**src/rtl/pg_pkg.sv**
```systemverilog
package pg_pkg;

    localparam int unsigned PG_WORD_W = 16;
    localparam int unsigned PG_CNT_W  = 10;
    localparam int unsigned PG_ADDR_W = 8;
    localparam int unsigned PG_DEPTH  = 1 << PG_CNT_W;
    localparam int unsigned PG_NWORDS = PG_DEPTH / PG_WORD_W;

    localparam logic [PG_ADDR_W-1:0] PG_CTRL_ADDR = 8'h19;
    localparam logic [PG_ADDR_W-1:0] PG_PAT_ADDR  = 8'h1A;

    typedef logic [PG_CNT_W-1:0]  pg_idx_t;
    typedef logic [PG_WORD_W-1:0] pg_word_t;
    typedef logic [PG_ADDR_W-1:0] pg_addr_t;

    typedef enum logic [1:0] {
        PG_TGT_NONE,
        PG_TGT_CTRL,
        PG_TGT_PAT
    } pg_tgt_e;

    typedef struct packed {
        logic     wr;
        logic     rd;
        pg_addr_t addr;
        pg_word_t data;
    } pg_req_t;

    typedef struct packed {
        pg_idx_t idx;
        logic    bit_out;
    } pg_play_t;

    // Next playback index for a nonzero length.
    function automatic pg_idx_t pg_advance(pg_idx_t idx, pg_idx_t len);
        return (idx >= len - pg_idx_t'(1)) ? '0 : idx + pg_idx_t'(1);
    endfunction

    // Read view of the control register.
    function automatic pg_word_t pg_ctrl_view(pg_idx_t len);
        return pg_word_t'(len);
    endfunction

endpackage

```
**src/rtl/pg_regs.sv**
```systemverilog
module pg_regs
    import pg_pkg::*;
#(
    parameter pg_addr_t CTRL_ADDR = PG_CTRL_ADDR,
    parameter pg_addr_t PAT_ADDR  = PG_PAT_ADDR
) (
    input  logic     clk,
    input  logic     rst,
    input  pg_req_t  req,
    output pg_idx_t  len,
    output logic     pat_push,
    output logic     restart,
    output pg_word_t rdata
);

    pg_tgt_e tgt;
    pg_idx_t len_q;

    always_comb begin
        if (req.addr == CTRL_ADDR)     tgt = PG_TGT_CTRL;
        else if (req.addr == PAT_ADDR) tgt = PG_TGT_PAT;
        else                           tgt = PG_TGT_NONE;
    end

    always_ff @(posedge clk) begin
        if (rst)                                  len_q <= '0;
        else if (req.wr && tgt == PG_TGT_CTRL)    len_q <= req.data[PG_CNT_W-1:0];
    end

    assign len      = len_q;
    assign pat_push = req.wr && (tgt == PG_TGT_PAT);
    assign restart  = req.wr && (tgt != PG_TGT_NONE);

    always_comb begin
        rdata = '0;
        if (req.rd && tgt == PG_TGT_CTRL) rdata = pg_ctrl_view(len_q);
    end

endmodule

```
**src/rtl/pg_store.sv**
```systemverilog
module pg_store
    import pg_pkg::*;
#(
    parameter int unsigned NWORDS = PG_NWORDS,
    localparam int unsigned BITS  = NWORDS * PG_WORD_W
) (
    input  logic            clk,
    input  logic            rst,
    input  logic            push,
    input  pg_word_t        din,
    output logic [BITS-1:0] bits
);

    pg_word_t words [NWORDS];

    generate
        for (genvar w = 0; w < NWORDS; w++) begin : g_word
            always_ff @(posedge clk) begin
                if (rst)       words[w] <= '0;
                else if (push) words[w] <= (w == 0) ? din : words[(w == 0) ? 0 : w - 1];
            end
            assign bits[w*PG_WORD_W +: PG_WORD_W] = words[w];
        end
    endgenerate

endmodule

```
**src/rtl/pg_player.sv**
```systemverilog
module pg_player
    import pg_pkg::*;
#(
    parameter int unsigned DEPTH = PG_DEPTH
) (
    input  logic             clk,
    input  logic             rst,
    input  logic             strobe,
    input  logic             restart,
    input  pg_idx_t          len,
    input  logic [DEPTH-1:0] bits,
    output pg_play_t         state
);

    pg_play_t st_q;
    pg_play_t st_d;

    always_comb begin
        st_d = st_q;
        if (restart) begin
            st_d.idx = '0;
        end else if (strobe) begin
            if (len == '0) begin
                st_d.idx     = '0;
                st_d.bit_out = 1'b0;
            end else begin
                st_d.bit_out = bits[st_q.idx];
                st_d.idx     = pg_advance(st_q.idx, len);
            end
        end
    end

    always_ff @(posedge clk) begin
        if (rst) st_q <= '0;
        else     st_q <= st_d;
    end

    assign state = st_q;

endmodule

```
**src/rtl/pg_top.sv**
```systemverilog
module pg_top
    import pg_pkg::*;
#(
    parameter pg_addr_t CTRL_ADDR = PG_CTRL_ADDR,
    parameter pg_addr_t PAT_ADDR  = PG_PAT_ADDR
) (
    input  logic        clk,
    input  logic        rst,
    input  logic        wr_en,
    input  logic        rd_en,
    input  logic [7:0]  addr,
    input  logic [15:0] wdata,
    output logic [15:0] rdata,
    input  logic        strobe,
    output logic        sout
);

    pg_req_t             req;
    pg_idx_t             len_q;
    pg_idx_t             play_idx;
    logic                pat_push;
    logic                restart;
    logic [PG_DEPTH-1:0] store_bits;
    pg_play_t            play_st;

    assign req = '{wr: wr_en, rd: rd_en, addr: addr, data: wdata};

    pg_regs #(.CTRL_ADDR(CTRL_ADDR), .PAT_ADDR(PAT_ADDR)) u_regs (
        .clk(clk), .rst(rst), .req(req), .len(len_q),
        .pat_push(pat_push), .restart(restart), .rdata(rdata)
    );

    pg_store #(.NWORDS(PG_NWORDS)) u_store (
        .clk(clk), .rst(rst), .push(pat_push), .din(wdata), .bits(store_bits)
    );

    pg_player #(.DEPTH(PG_DEPTH)) u_player (
        .clk(clk), .rst(rst), .strobe(strobe), .restart(restart),
        .len(len_q), .bits(store_bits), .state(play_st)
    );

    assign play_idx = play_st.idx;
    assign sout     = play_st.bit_out;

endmodule

```
**config.mk**
```make
export PLATFORM = sky130hd
export DESIGN_NAME = pg_top
export DESIGN_NICKNAME = d
export VERILOG_FILES = /design/src/rtl/pg_pkg.sv /design/src/rtl/pg_regs.sv /design/src/rtl/pg_store.sv /design/src/rtl/pg_player.sv /design/src/rtl/pg_top.sv
export SDC_FILE = /design/constraint.sdc
export NUM_CORES = 1
export LEC_CHECK = 0
export ABC_AREA = 1
export BUFFER_PORTS_ARGS = -buffer_cell sky130_fd_sc_hd__buf_2
export CAP_MARGIN = 5
export CORE_MARGIN = 5
export CORE_UTILIZATION = 57
export CTS_BUF_LIST = sky130_fd_sc_hd__clkbuf_4
export DETAILED_ROUTE_END_ITERATION = 12
export GPL_ROUTABILITY_DRIVEN = 0
export PLACE_DENSITY = 0.73
export RECOVER_POWER = 25
export SETUP_SLACK_MARGIN = 0.15
export SLEW_MARGIN = 20
export SYNTH_ARGS = -nofsm -noshare
export SYNTH_HDL_FRONTEND = slang
export SYNTH_SLANG_ARGS = --single-unit
```
**constraint.sdc**
```tcl
create_clock -name clk -period 30.9 [get_ports clk]
set_clock_uncertainty 0.15 [all_clocks]
set_input_delay 1.545 -clock clk [delete_from_list [all_inputs] [get_ports clk]]
set_output_delay 1.545 -clock clk [all_outputs]
set_load 0.05 [all_outputs]
```
# Word level (Yosys, flattened, before mapping)
# Memory sizes are Yosys's and may differ from the RTL's.
# Index checks and enable logic that the tools add are counted.
[classes] n_reduce_logical=8 n_lt_le_gt_ge=2 addsub=2 bitwise=65 n_mux=76 eq_ne=4
[ops] op="$mux W16" count=64
[ops] op="$or A1 B1 Y1" count=64
[ops] op="$mux W10" count=2
[ops] op="$eq A8 B5 Y1 const B" count=2
[ops] op="$lt A10 B11 Y1 const B" count=1
[ops] op="$mux W11" count=1
[ops] op="$add A10 B1 Y10 const B" count=1
[ops] op="$bmux W1 S10" count=1
[ops] op="$ge A10 B10 Y1" count=1
[ops] op="$logic_not A10 Y1" count=1
[ops] op="$sub A10 B1 Y10 const B" count=1
[ops] op="$mux W1" count=6
[ops] op="$logic_and A1 B1 Y1" count=4
[ops] op="$mux W2" count=2
[ops] op="$eq A2 B1 Y1 const B" count=1
[ops] op="$eq A2 B2 Y1 const B" count=1
[ops] op="$reduce_and A2 Y1" count=1
[ops] op="$reduce_bool A2 Y1" count=1
[ops] op="$reduce_or A2 Y1" count=1
[ops] op="$not A1 Y1" count=1
[word_totals] elab_cells=161 register_bits=21 inputBits=29 n_memories=1 output_inout_bits=17 ramBits=1024
[memory_table] name="u_store.words" depth=64 word_bits=16 rd=64 rd_clocked_by_memory_dff=0 wr=64 line="pg_store.sv:14" source="pg_word_t words [NWORDS];"

# Logic depth before layout (Yosys ltp)
# Gate-level depths: netlist (run 1).
[depth] word_depth=9 mapped_depth=23 depth_no_buf=20

# Hierarchy
# From an unflattened synthesis (run 1), not the netlist that was laid out.
[unflattened] hier_cells=6085 area_unflattened_um2=52132.5
[modules_own_cells] module="pg_store" seq_area_each_um2=30749.5 area_per_inst_um2=39078.7 instances=1 cells_each=3188
[modules_own_cells] module="pg_player" seq_area_each_um2=220.2 area_per_inst_um2=12361.9 instances=1 cells_each=2777
[modules_own_cells] module="pg_regs" seq_area_each_um2=200.2 area_per_inst_um2=691.9 instances=1 cells_each=120

# Worst setup path before layout (run 1)
# OpenSTA, ideal clock, no wires.
[synth_path] path_kind="in2reg" startpoint="input port rst" endpoint="memory u_store.words[0][0] (netlist name), enable pin" path_stages=3 arrival_time_ns=18.387 path_slack_ns=5.309 setup_ns=7.054 n_path_buf=1 path_cell_list="inv_1 > buf_1 > nand2_1"
[synth_lines] element="start, declared" line="pg_top.sv:8" source="input logic rst,"
[synth_lines] element="end, declared" line="pg_store.sv:14"

# Worst setup path after layout (run 1)
[layout_path] startpoint="register u_player.st_q, in the netlist u_player.state[1]" endpoint="register u_player.st_q, in the netlist u_player.state[0]"
[layout_via] elab_chain_cells=3
[layout_lines] element="start, declared" line="pg_player.sv:15" source="pg_play_t st_q;"
[layout_lines] element="start signal, assigned" line="pg_player.sv:35" source="else st_q <= st_d;"
[layout_lines] element="$bmux W1 S10" line="pg_player.sv:27" source="st_d.bit_out = bits[st_q.idx];"
[layout_lines] element="$mux W1 (not written as such)" line="pg_player.sv:27"
[layout_lines] element="$mux W11" line="pg_player.sv:23" source="if (len == '0) begin"
# No other way between the ends. The select of a mux whose other input is x is not followed.
# A chain may end at the register's enable or synchronous reset.

==> impl_metrics.tcl, run 1 <==
set metrics [dict create \
    setup_slack_ns 18.93 \
    fin_crit_sh 0.387 \
    pin_count 46 \
    ctsHoldBuffers 0 \
    cts.path.max_buffers 4 \
    ant_nets 0 \
    track_usage 0.228 \
    ys_warn_count 0 \
    p_leak_nw 22.2 \
    final_cell_mix "inv_1, nor2_1, edfxtp_1" \
    cts_made_buffers 296 \
    grt_pass1_wl_um 177000 \
    overflow 0 \
    insertion_delay_ns 1.13 \
    cp_max_fo 134 \
    grt_pass1_vias 35900 \
    nets 5568 \
    tightest_slew_ns 5.17 \
    hold_path_class "register to register" \
    seq_power_share 0.553 \
    die_h_um 307 \
    yosys.area.top_type "edfxtp_1" \
    die_w_um 307 \
    instances_no_fill 6859 \
    multi_input_area_um2 13500 \
    initial_core_util 0.576 \
    dp_hpwl_um 58900 \
    regArea_um2 31200 \
    setup-tns-final_ns 0 \
    fp-row-count 108 \
    ys_async_sr_fraction 0 \
    worstPathArrival_ns 12.82 \
    setup-violations-final 0 \
    dr.pass1.iters 7 \
    postSynthCellCount 5494 \
    yosysTopAreaCellShare 0.612 \
    power_density_nw_per_um2 54.0 \
    critPathKind "register to register" \
    internal_power_mw 2.27 \
    grt_setup_unrepaired "false" \
    dieArea_um2 94100 \
    htree_num_levels 5 \
    synth_cell_type_count 31 \
    final_util 0.622 \
    cp-end-kind "register" \
    maxSlewViolCount 708 \
    area_growth_pct 7.88 \
    synth_area_leaders "edfxtp_1, inv_1, nor2_1" \
    dp.cells 6383 \
    drcViolationCount 0 \
    slew_headroom -2.45 \
    period_needed_ns 11.97 \
    cts_tree "built" \
    stdcell_area_um2 54200 \
    swShare 0.223 \
    synth_area_um2 50200 \
    pwr-share-clk 0.414 \
    wirelength_um 109000 \
    via_per_inst 5.38 \
    ys_ff_latch 1045 \
    post_drt_wl_per_cell_um 15.8 \
    num-fill-cells 7095 \
    violations "max-capacitance violations, max-slew violations" \
    synth-seq-area-share 0.621 \
    critical_path_required_ns 31.75 \
    grt_max_degree 227 \
    ir_drop_mv 0.0354 \
    switchingPower_mw 0.653 \
    layout_commonest_cell "inv_1" \
    drive_gt1_frac 0.0935 \
    dp_slack_ns 24.37 \
    hold_viol_final 0 \
    synth_edf_count 1024 \
    num_vias 36900 \
    ctsResizeCount 0 \
    outcome "finished with violations" \
    combPwrFrac 0.033 \
    drtIter0Drc 4073 \
    cap_viol_max_count 7 \
    start_kind "register" \
    antenna_found_initial 2 \
    postCtsSetupBuffers 0 \
    place_area_um2 50700 \
    clkSlewWorstSetupHoldPaths_ns 0.06 \
    portBuffers 39 \
    cts_root_buffer "clkbuf_4" \
    clock_sinks 1045 \
    synth_area_per_cell_um2 9.14 \
    synth_ff_type "edfxtp_1" \
    coreArea_um2 87200 \
    clock.fmax_ghz 0.0835 \
]
-- state kept, by name (all words and copies together) (netlist names) --
signal and count:
u_player.state 11, u_regs.len 10, u_store.words 1024
-- final cells by class --
cell class	instances	share of cell area
clock inverter	57	0.00605
multi-input combinational	3027	0.248
sequential	1045	0.576
tap	1155	0.0267
inverter	1067	0.0740
timing repair buffer	90	0.0114
clock buffer	417	0.0578
antenna	1	0.0000462
-- per-layer routing --
layer  part of all wire  track usage  up-vias
met5                  0            0        -
met4              0.023       0.0807        0
met3              0.080       0.0502      233
met2               0.47        0.365     1394
met1               0.42        0.313    17400
li1                   -            -    17900
-- cell usage after synthesis, types with 2 or more instances --
master / n
edfxtp_1: 1024
o211ai_1: 126
a21oi_1: 185
or2_2: 2
nand3_1: 579
o21ai_0: 179
xor2_1: 9
o2111ai_1: 2
nor3_1: 6
buf_1: 30
inv_1: 1064
buf_2: 132
dfxtp_1: 21
buf_6: 3
clkbuf_1: 178
nand4_1: 97
nand2_1: 757
buf_4: 17
ha_1: 12
nor2_1: 1060
-- critical path: stages, from the launching register on --
cell	delay (ns)
dfxtp_1	2.13
clkinvlp_2	5.40
buf_4	1.73
buf_4	0.45
nand2_1	0.16
nand3_1	0.08
nand2_1	0.10
nand2_1	0.05
nand3_1	0.11
nand3_1	0.10
nand3_1	0.15
nand3_1	0.15
nand3_1	0.34
nand3_1	0.17
nand3_1	0.12
nand3_1	0.11
a21oi_1	0.14
-- stage by stage --
stage | hold WS (ns) | power (mW)
3_3_place_gp | 0.304 | 1.74
5_1_grt | 0.355 | 3.05
4_1_cts | 0.313 | 2.95
2_1_floorplan | 0.317 | 1.79
3_5_place_dp | 0.303 | 1.74
6_report | 0.318 | 2.92
-- logic make-up (layout without fill, tap and decap cells) --
group / count (synthesis) / count (layout) / share of synthesized area
adders and majority gates: 12 / 12 / 0.00299
and+or+nand+nor: 2504 / 2504 / 0.207
buffers and inverters: 1427 / 1631 / 0.112
xor gates and xnor gates: 10 / 10 / 0.00174
other: 1 / 7 / 0.0000747
DFF: 1045 / 1045 / 0.621
AOI/OAI and AO/OA: 495 / 495 / 0.0560
-- power groups by stage --
stage / combinational (mW) / clock, mW / sequential (mW)
6_report: 0.0971 / 1.21 / 1.62
3_3_place_gp: 0.0947 / 0 / 1.64
3_5_place_dp: 0.0962 / 0 / 1.65
4_1_cts: 0.0969 / 1.24 / 1.62
2_1_floorplan: 0.0726 / 0 / 1.71
5_1_grt: 0.111 / 1.32 / 1.62
-- final timing paths --
| check | slack [ns] | start | depth (start not counted) | endpoint |
|---|---|---|---|---|
| worst min-delay path | 0.32 | u_player.state[0]$_SDFFE_PP0P_ | 2 | u_player.state[0]$_SDFFE_PP0P_ |
| worst max register to register | 18.93 | u_player.state[1]$_SDFFE_PP0P_ | 16 | u_player.state[0]$_SDFFE_PP0P_ |
| worst min register to register | 0.32 | u_player.state[0]$_SDFFE_PP0P_ | 2 | u_player.state[0]$_SDFFE_PP0P_ |
| worst max-delay path | 18.93 | u_player.state[1]$_SDFFE_PP0P_ | 16 | u_player.state[0]$_SDFFE_PP0P_ |
Note: power is estimated with default switching activity, not from simulation.
==> inputs of run 2 (changes only) <==
--- a/config.mk
+++ b/config.mk
@@ -5,7 +5,7 @@
 export SDC_FILE = /design/constraint.sdc
 export NUM_CORES = 1
 export LEC_CHECK = 0
-export ABC_AREA = 1
+export ABC_AREA = 0
 export BUFFER_PORTS_ARGS = -buffer_cell sky130_fd_sc_hd__buf_2
 export CAP_MARGIN = 5
 export CORE_MARGIN = 5
@@ -13,7 +13,7 @@
 export CTS_BUF_LIST = sky130_fd_sc_hd__clkbuf_4
 export DETAILED_ROUTE_END_ITERATION = 12
 export GPL_ROUTABILITY_DRIVEN = 0
-export PLACE_DENSITY = 0.73
+export PLACE_DENSITY = 0.76
 export RECOVER_POWER = 25
 export SETUP_SLACK_MARGIN = 0.15
 export SLEW_MARGIN = 20
==> constraint.sdc (replaced) <==
create_clock -name clk -period 9.7 [get_ports clk]
set_clock_uncertainty 0.15 [all_clocks]
set_input_delay 0.485 -clock clk [delete_from_list [all_inputs] [get_ports clk]]
set_output_delay 0.485 -clock clk [all_outputs]
set_load 0.05 [all_outputs]
==> impl_metrics.tcl, run 2 <==
set metrics [dict create \
    ctsResizeCount 0 \
    ys_warn_count 0 \
    drcViolationCount 0 \
    cts_made_buffers 285 \
    critical_path_required_ns 10.45 \
    via_per_inst 5.99 \
    num-fill-cells 5799 \
    nets 3277 \
    tightest_slew_ns 4.80 \
    setup-violations-final 0 \
    grt_pass1_wl_um 159000 \
    synth_area_leaders "edfxtp_1, and2_1, mux4_2" \
    synth_area_per_cell_um2 15.7 \
    post_drt_wl_per_cell_um 22.8 \
    pin_count 46 \
    maxSlewViolCount 449 \
    max_stage_delay_ns 3.37 \
    track_usage 0.228 \
    cts_root_buffer "clkbuf_4" \
    cap_viol_max_count 3 \
    cp_cell_sequence "dlygate4sd3_1 > clkbuf_1 > nor3_2 > clkbuf_2 > buf_4 > and2_1" \
    drive_gt1_frac 0.221 \
    overflow 0 \
    ant_nets 0 \
    cts_tree "built" \
    power_density_nw_per_um2 176 \
    htree_num_levels 5 \
    largest_reg_flops 1024 \
    clock.fmax_ghz 0.172 \
    cp-end-kind "register" \
    num_vias 26800 \
    slew_headroom -2.20 \
    fp-row-count 105 \
    synth-seq-area-share 0.656 \
    layout_commonest_cell "edfxtp_1" \
    ys_async_sr_fraction 0 \
    clock_sinks 1045 \
    ir_drop_mv 0.117 \
    hold_path_class "primary input to register" \
    area_growth_pct 9.85 \
    period_needed_ns 5.81 \
    yosysTopAreaCellShare 0.647 \
    portBuffers 39 \
    wirelength_um 102000 \
    total_power_mw 9.17 \
    synth_ff_type "edfxtp_1" \
    path_buf_inv 4 \
    cp_max_fo 325 \
    critPathKind "primary input to register" \
    grt_setup_unrepaired "false" \
    drtIter0Drc 2814 \
    ys_ff_latch 1045 \
    grt_pass1_vias 28000 \
    postSynthCellCount 3035 \
    final_cell_mix "edfxtp_1, and2_1, clkbuf_4" \
    hold_ws_ns 0.0988 \
    cp_top_family "buffers and inverters" \
    initial_core_util 0.577 \
    antenna_found_initial 1 \
    coreArea_um2 82400 \
    die_w_um 299 \
    worstPathArrival_ns 6.56 \
    synth_common_cells "and2_1, edfxtp_1, mux4_2" \
    dieArea_um2 89200 \
    synth_area_um2 47500 \
    grt_max_degree 326 \
    clkSlewWorstSetupHoldPaths_ns 0.06 \
    violations "max-capacitance violations, max-slew violations" \
    dp_hpwl_um 58700 \
    synth_edf_count 1024 \
    p_leak_nw 18.8 \
    fin_crit_sh 0.599 \
    cts.path.max_buffers 4 \
    yosys.area.top_type "edfxtp_1" \
    slowest_stage "clkbuf_2" \
    outcome "finished with violations" \
    die_h_um 299 \
    top_register "u_store.words" \
    yosysMostFrequentCell "and2_1" \
    dr.pass1.iters 5 \
    synth_cell_type_count 62 \
    insertion_delay_ns 1.12 \
    start_kind "primary input" \
    hold_viol_final 0 \
]
-- run 2: repair_timing --
action,in CTS,in global routing
setup buffers,0,0
endpoints found under the hold margin,37,0
hold buffers,49,0
-- run 2: final timing paths --
check                                                    start                            endpoint  slack (ns)  cells past startpoint
worst max-delay path                                       rst  u_store.words[17][6]$_SDFFCE_PN0P_        3.89                      6
worst min-delay path                                   addr[6]      u_player.state[0]$_SDFFE_PP0P_         0.1                      6
worst max register to register  u_player.state[1]$_SDFFE_PP0P_      u_player.state[0]$_SDFFE_PP0P_        5.13                      9
worst min register to register  u_player.state[5]$_SDFFE_PP0P_      u_player.state[5]$_SDFFE_PP0P_        0.34                      1
-- run 2: cell type report --
cell class / instances / area (um2) / area share
clock buffer: 403 / 3030 / 0.0580
clock inverter: 54 / 317 / 0.00607
inverter: 6 / 22.5 / 0.000432
sequential: 1045 / 31200 / 0.598
tap: 1070 / 1340 / 0.0257
multi-input combinational: 1767 / 15200 / 0.292
timing repair buffer: 131 / 1050 / 0.0202
antenna: 1 / 2.50 / 0.0000480
-- run 2: power breakdown --
part	internal [mW]	switching [mW]	total, mW	leakage (nW)
registers	5.10	0.0822	5.18	10.7
logic	0.0919	0.138	0.230	6.03
clock network	2.00	1.75	3.75	2.02
-- run 2: per-stage QoR --
step | instances | cell area (um2) | TNS (ns) | setup slack (ns) | util
global placement | 3970 | 48400 | 0 | 5.25 | 0.587
detailed placement | 3970 | 48400 | 0 | 5.12 | 0.587
finish | 4477 | 52200 | 0 | 3.89 | 0.633
global route | 4477 | 52200 | 0 | 3.30 | 0.633
floorplan | 3040 | 47600 | -7491.39 | -7.69 | -
CTS | 4476 | 52200 | 0 | 5.05 | 0.634
-- run 2: tightest hold or removal path: cells and delay by family --
kind	cells	cell delay (ns)
AO/OA/AOI/OAI	2	0.28
buffers and inverters	1	0.08
AND/OR/NAND/NOR	3	0.42
-- run 2: routing by layer --
layer  global-route usage  routed length, um  up-vias
met5                    0                  0        -
met4               0.0942               3440        0
met3               0.0597               8240      213
met2                0.364              49700     1117
met1                0.305              40500    13600
li1                     -                  -    11800
-- run 2: cell families after synthesis --
logic type,Yosys count,synth area share
adders and majority gates,12,0.00316
and+or+nand+nor,1235,0.157
DFF,1045,0.656
xor gates and xnor gates,8,0.00148
buffers and inverters,228,0.0239
muxes,309,0.130
other,1,0.0000789
AOI/OAI and AO/OA,197,0.0289
